[src/rtl/router_pkg.sv]
package router_pkg;
  localparam int CODE_W     = 4;
  localparam int REG_W      = 8;
  localparam int IRQ_RSVD   = 7;
  localparam logic [CODE_W-1:0] SHARE_CODE = 4'hF;

  typedef struct packed {
    logic [CODE_W-1:0] fdc_dma;
    logic [CODE_W-1:0] pport_dma;
    logic [CODE_W-1:0] fdc_irq;
    logic [CODE_W-1:0] pport_irq;
    logic [CODE_W-1:0] uart1_irq;
    logic [CODE_W-1:0] uart2_irq;
  } route_cfg_t;
endpackage

[src/rtl/route_cfg_regs.sv]
module route_cfg_regs
  import router_pkg::*;
#(
  parameter int IDX_W = 8,
  parameter logic [IDX_W-1:0] IDX_DMA  = 8'h26,
  parameter logic [IDX_W-1:0] IDX_IRQA = 8'h27,
  parameter logic [IDX_W-1:0] IDX_IRQB = 8'h28
) (
  input  logic             clk_i,
  input  logic             rst_ni,
  input  logic             cfg_mode_i,
  input  logic             cfg_we_i,
  input  logic [IDX_W-1:0] cfg_index_i,
  input  logic [REG_W-1:0] cfg_wdata_i,
  output logic [REG_W-1:0] cfg_rdata_o,
  output route_cfg_t       cfg_o
);
  logic [REG_W-1:0] dma_q, irqa_q, irqb_q;

  always_ff @(posedge clk_i or negedge rst_ni) begin
    if (!rst_ni) begin
      dma_q  <= '0;
      irqa_q <= '0;
      irqb_q <= '0;
    end else if (cfg_mode_i && cfg_we_i) begin
      if (cfg_index_i == IDX_DMA)  dma_q  <= cfg_wdata_i;
      if (cfg_index_i == IDX_IRQA) irqa_q <= cfg_wdata_i;
      if (cfg_index_i == IDX_IRQB) irqb_q <= cfg_wdata_i;
    end
  end

  always_comb begin
    cfg_rdata_o = '0;
    if (cfg_mode_i) begin
      if (cfg_index_i == IDX_DMA)  cfg_rdata_o = dma_q;
      if (cfg_index_i == IDX_IRQA) cfg_rdata_o = irqa_q;
      if (cfg_index_i == IDX_IRQB) cfg_rdata_o = irqb_q;
    end
  end

  assign cfg_o = {dma_q, irqa_q, irqb_q};
endmodule

[src/rtl/code_decode.sv]
module code_decode
  import router_pkg::*;
#(
  parameter int NUM_PINS = 8,
  parameter bit RSVD_EN  = 1'b1
) (
  input  logic [CODE_W-1:0]   code_i,
  output logic [NUM_PINS-1:0] sel_o
);
  // code k selects pin k-1; code 0 and anything above NUM_PINS select none
  for (genvar p = 0; p < NUM_PINS; p++) begin : g_pin
    if (RSVD_EN && (p + 1 == IRQ_RSVD)) begin : g_rsvd
      assign sel_o[p] = 1'b0;
    end else begin : g_live
      assign sel_o[p] = (code_i == CODE_W'(p + 1));
    end
  end
endmodule

[src/rtl/pin_merge.sv]
module pin_merge #(
  parameter int NUM_SRC  = 4,
  parameter int NUM_PINS = 8
) (
  input  logic [NUM_SRC-1:0][NUM_PINS-1:0] sel_i,
  input  logic [NUM_SRC-1:0]               en_i,
  input  logic [NUM_SRC-1:0]               lvl_i,
  output logic [NUM_PINS-1:0]              pin_o,
  output logic [NUM_PINS-1:0]              oe_o
);
  always_comb begin
    pin_o = '0;
    oe_o  = '0;
    for (int s = 0; s < NUM_SRC; s++) begin
      for (int p = 0; p < NUM_PINS; p++) begin
        if (sel_i[s][p] && en_i[s]) begin
          oe_o[p]  = 1'b1;
          pin_o[p] = pin_o[p] | lvl_i[s];
        end
      end
    end
  end
endmodule

[src/rtl/irq_drq_router.sv]
module irq_drq_router
  import router_pkg::*;
#(
  parameter int NUM_IRQ = 8,
  parameter int NUM_DRQ = 3,
  parameter int IDX_W   = 8
) (
  input  logic               clk_i,
  input  logic               rst_ni,
  input  logic               cfg_mode_i,
  input  logic               cfg_we_i,
  input  logic [IDX_W-1:0]   cfg_index_i,
  input  logic [REG_W-1:0]   cfg_wdata_i,
  output logic [REG_W-1:0]   cfg_rdata_o,
  input  logic               fdc_irq_i,
  input  logic               pport_irq_i,
  input  logic               uart1_irq_i,
  input  logic               uart1_out2_i,
  input  logic               uart2_irq_i,
  input  logic               uart2_out2_i,
  input  logic               fdc_drq_i,
  input  logic               pport_drq_i,
  output logic [NUM_IRQ-1:0] irq_o,
  output logic [NUM_IRQ-1:0] irq_oe_o,
  output logic [NUM_DRQ-1:0] drq_o,
  output logic [NUM_DRQ-1:0] drq_oe_o
);
  localparam int IRQ_SRC = 4;
  localparam int DRQ_SRC = 2;

  route_cfg_t cfg_q;

  route_cfg_regs #(.IDX_W(IDX_W)) u_regs (
    .clk_i, .rst_ni, .cfg_mode_i, .cfg_we_i, .cfg_index_i, .cfg_wdata_i,
    .cfg_rdata_o, .cfg_o(cfg_q)
  );

  // source order: fdc, pport, uart1, uart2
  logic [IRQ_SRC-1:0][CODE_W-1:0]  irq_code;
  logic [IRQ_SRC-1:0][NUM_IRQ-1:0] irq_sel_raw, irq_sel;
  logic [IRQ_SRC-1:0]              irq_en, irq_lvl;
  logic [DRQ_SRC-1:0][CODE_W-1:0]  drq_code;
  logic [DRQ_SRC-1:0][NUM_DRQ-1:0] drq_sel;
  logic                            share;

  assign irq_code = {cfg_q.uart2_irq, cfg_q.uart1_irq, cfg_q.pport_irq, cfg_q.fdc_irq};
  assign drq_code = {cfg_q.pport_dma, cfg_q.fdc_dma};

  for (genvar s = 0; s < IRQ_SRC; s++) begin : g_irq_dec
    code_decode #(.NUM_PINS(NUM_IRQ), .RSVD_EN(1'b1)) u_dec (
      .code_i(irq_code[s]), .sel_o(irq_sel_raw[s])
    );
  end

  for (genvar s = 0; s < DRQ_SRC; s++) begin : g_drq_dec
    code_decode #(.NUM_PINS(NUM_DRQ), .RSVD_EN(1'b0)) u_dec (
      .code_i(drq_code[s]), .sel_o(drq_sel[s])
    );
  end

  // shared mode steers UART2 onto UART1's pin with its own OUT2 gate
  assign share      = (cfg_q.uart2_irq == SHARE_CODE);
  assign irq_sel[0] = irq_sel_raw[0];
  assign irq_sel[1] = irq_sel_raw[1];
  assign irq_sel[2] = irq_sel_raw[2];
  assign irq_sel[3] = share ? irq_sel_raw[2] : irq_sel_raw[3];

  assign irq_en  = {uart2_out2_i, uart1_out2_i, 1'b1, 1'b1};
  assign irq_lvl = {uart2_irq_i, uart1_irq_i, pport_irq_i, fdc_irq_i};

  pin_merge #(.NUM_SRC(IRQ_SRC), .NUM_PINS(NUM_IRQ)) u_irq_merge (
    .sel_i(irq_sel), .en_i(irq_en), .lvl_i(irq_lvl), .pin_o(irq_o), .oe_o(irq_oe_o)
  );

  pin_merge #(.NUM_SRC(DRQ_SRC), .NUM_PINS(NUM_DRQ)) u_drq_merge (
    .sel_i(drq_sel), .en_i(2'b11), .lvl_i({pport_drq_i, fdc_drq_i}),
    .pin_o(drq_o), .oe_o(drq_oe_o)
  );
endmodule

[config.mk]
export PLATFORM = sky130hd
export DESIGN_NAME = irq_drq_router
export DESIGN_NICKNAME = d
export VERILOG_FILES = /design/src/rtl/router_pkg.sv /design/src/rtl/route_cfg_regs.sv /design/src/rtl/code_decode.sv /design/src/rtl/pin_merge.sv /design/src/rtl/irq_drq_router.sv
export SDC_FILE = /design/constraint.sdc
export NUM_CORES = 1
export LEC_CHECK = 0
export ABC_AREA = 1
export BUFFER_PORTS_ARGS = -buffer_cell sky130_fd_sc_hd__buf_2
export CAP_MARGIN = 10
export CORE_MARGIN = 8
export CORE_UTILIZATION = 53
export CTS_CLUSTER_DIAMETER = 40
export DETAILED_ROUTE_END_ITERATION = 8
export PLACE_DENSITY = 0.85
export SYNTH_ARGS = -nofsm -noshare
export SYNTH_HDL_FRONTEND = slang
export SYNTH_SLANG_ARGS = --single-unit
[constraint.sdc]
create_clock -name clk_i -period 1.5 [get_ports clk_i]
set_input_delay 0.225 -clock clk_i [delete_from_list [all_inputs] [get_ports clk_i]]
set_output_delay 0.225 -clock clk_i [all_outputs]
set_load 0.02 [all_outputs]
==> results_dict.tcl <==
set metrics [dict create \
    worstSetupStartpointType "flip-flop" \
    rsz0062_at_grt "yes" \
    cts_root_buf "clkbuf_8" \
    slowest_stage "dfrtp_2" \
    hold_start "cfg_wdata_i[7]" \
    status "finished, violations left" \
    p_per_area_nw_per_um2 511 \
    finalWirelength_mm 8.47 \
    yosys_register_bits 24 \
    ys_types 22 \
    nFillCells 255 \
    final-hold-violation-count 0 \
    top_usage_layer "met2" \
    grt_max_degree 25 \
    design.portCount 58 \
    whs_path_depth 3 \
    vias 2904 \
    endpoint_kind "output port" \
    fin_crit_sh 1.21 \
    holdPathEnd "u_regs.irqa_q[7]" \
    grt.total_usage 0.227 \
    fmaxAchievable_mhz 550 \
    grt_util_met1 0.266 \
    worst_pin_slew_ps 559 \
    die_h_microns 79.5 \
    cts_num_sinks 24 \
    clock_latency_ps 280 \
    via_per_inst 6.13 \
    drtIter0Drc 353 \
    dieArea_sq_um 6310 \
    r2r_cells 4 \
    cts.path.max_buffers 2 \
    violations "negative setup slack" \
    die_w_microns 79.5 \
    core-area_sq_um 3940 \
    setup-tns-final_ps -3990 \
    syn_area_per_cell_sq_um 6.26 \
    critPathBufInv 2 \
    antenna_found_initial 0 \
    yosysWarnings 0 \
    drtPass1Iterations 5 \
    dpl.hpwl_mm 5.40 \
    path_delay_family "flip-flops" \
    grt_pass1_vias 2604 \
    synthCells 341 \
    crit_type "flip-flop to output port" \
    cp.required_ps 1270 \
    utilization 0.797 \
    rr_endpoint "u_regs.irqb_q[4]" \
    rows 23 \
    htreeDepth 1 \
    final_layout_size_suffix_gt1_frac 0.417 \
    start_util 0.541 \
    ant_nets 0 \
    worst-path-max-fanout 6 \
    routabilityCongestion 0.891 \
    rrSetupSlack_ps 510 \
    drcViolationCount 0 \
    hp-class "primary input to flip-flop" \
    nets 453 \
    seq_area_frac_synth 0.281 \
    io_buffers 55 \
    avgRoutedWirePerCell_microns 17.9 \
    gr-total-overflow 0 \
    peakVddDrop_mv 0.836 \
    diodes 0 \
    grt_pass1_wl_mm 11.7 \
    reg2reg_from "u_regs.irqb_q[4]" \
    path_clk_slew_ps 90 \
    crit_chain "nor2_1 > buf_4 > nand3_4 > o21bai_4 > nand3_1 > nand2_2 > buf_6" \
    worst_slack_ps -319 \
    report.final.slew_viol_count 0 \
    clock_skew_ps 0 \
    period_minus_slack_ps 1820 \
    critPathArrivalTime_ps 1590 \
    crit_path_max_incr_delay_ps 450 \
    cts_buffers 3 \
    cts_tree "done" \
    use_met2 0.395 \
    max_slew_margin 0.627 \
    final-setup-viol-count 21 \
    leakage_nw 1.55 \
    grt_use_met3 0.0417 \
    area_growth_pct 47.2 \
    drv_cap 0 \
    synth_area_sq_um 2130 \
]
-- registers in the layout, summed over array words and instances (netlist names) --
name	flops
u_regs.irqb_q	8
u_regs.irqa_q	8
u_regs.dma_q	8
-- cell families after synthesis --
group | share of synthesized area
other | 0.00176
DFF | 0.281
and+or+nand+nor | 0.488
AOI/OAI and AO/OA | 0.110
buffers and inverters | 0.120
-- timing repair --
| item | 4_1_cts | 5_1_grt |
|---|---|---|
| gates resized for setup | 47 | 83 |
| endpoints found under the hold margin | 24 | 0 |
| setup endpoints to repair | 19 | 26 |
| pin swaps | 17 | 38 |
| cloned | 0 | 1 |
| setup buffers | 6 | 5 |
| hold buffers | 1 | 0 |
-- worst max path at each step --
stage	to	start	slack, ps	cells past startpoint
5_1_grt	irq_o[5]	u_regs.irqa_q[2]	-380	7
4_1_cts	irq_o[2]	u_regs.irqb_q[7]	-250	7
3_3_place_gp	cfg_rdata_o[6]	cfg_index_i[4]	30	10
2_1_floorplan	irq_o[0]	u_regs.irqb_q[3]	40	6
6_report	irq_o[2]	u_regs.irqb_q[7]	-320	7
3_5_place_dp	u_regs.irqb_q[0]	cfg_index_i[4]	-50	9
-- through the flow --
| stage | instances | hold slack, ps | setup WS (ps) | instance area [sq um] | power (mW) |
|---|---|---|---|---|---|
| 3_5_place_dp | 457 | 244 | -49.9 | 2550 | 1.04 |
| 2_1_floorplan | 342 | -70.6 | 43.4 | 2140 | 0.888 |
| 6_report | 474 | 182 | -319 | 3140 | 1.61 |
| 3_3_place_gp | 457 | 232 | 25.7 | 2550 | 1.03 |
| 4_1_cts | 468 | 186 | -250 | 2810 | 1.52 |
| 5_1_grt | 474 | 182 | -380 | 3140 | 1.66 |
-- where the power goes --
part | internal, mW | leakage (nW) | switching, mW | total [mW]
Clock | 0.236 | 0.0288 | 0.233 | 0.469
Sequential | 0.672 | 0.262 | 0.0323 | 0.704
Combinational | 0.167 | 1.26 | 0.267 | 0.434
-- layout make-up --
| type | count | area (sq um) | area share |
|---|---|---|---|
| clock buffer | 4 | 55.1 | 0.0175 |
| inverter | 43 | 166 | 0.0530 |
| multi-input combinational | 262 | 1530 | 0.487 |
| sequential | 24 | 607 | 0.193 |
| tap | 50 | 62.6 | 0.0199 |
| timing repair buffer | 91 | 721 | 0.229 |
-- cells in the final DEF, fill, tap and decap left out --
cell type	instances
nand3_4	2
clkbuf_8	4
dlygate4sd3_1	1
and3_1	3
nor2_2	5
buf_4	37
inv_4	2
clkbuf_16	1
nand2_2	13
buf_8	1
nand4_1	26
nand2_4	1
and3_4	1
dfrtp_2	5
buf_2	29
o21ai_0	18
conb_1	2
nor2_1	43
o21ai_1	5
o22ai_2	1
nand4_4	1
dfrtp_1	19
o21ai_2	11
nand2_8	1
nand2_1	65
nand3_1	31
nand3_2	16
nor2_4	13
o21bai_4	1
inv_1	31
a21o_1	1
buf_6	22
o22ai_1	2
inv_2	10
-- worst reg2reg max path: cells and delay by family, from the launching register on --
kind | cells | cell delay [ps]
buffers and inverters | 2 | 280
and+or+nand+nor | 1 | 70
AOI/OAI and AO/OA | 1 | 60
DFF | 1 | 470
-- cell usage after synthesis --
library cell   n  area share
clkbuf_1       5      0.0088
o22ai_1        3      0.0088
inv_1         43       0.076
nand2_4        1      0.0053
nand2_1       76        0.13
buf_4          4       0.014
nor2_4         5       0.026
nand4_4        1       0.010
o21ai_2        8       0.033
nand3_1       49        0.11
buf_6          4       0.021
dfrtp_1       24        0.28
a21o_1         1      0.0035
nand2_2        3      0.0088
nor2_1        54       0.095
and3_1         4       0.012
o21ai_1        1      0.0023
nand4_1       26       0.076
conb_1         1      0.0018
o21bai_1       1      0.0035
o21ai_0       25       0.059
nor2_2         2      0.0059
-- routing by layer --
metal	wire length [microns]	up-vias	part of all wire
li1	-	1290	-
met1	3190	1371	0.38
met2	4290	200	0.51
met3	706	43	0.083
met4	278	0	0.033
met5	0	-	0
(Power assumes the default switching activity.)
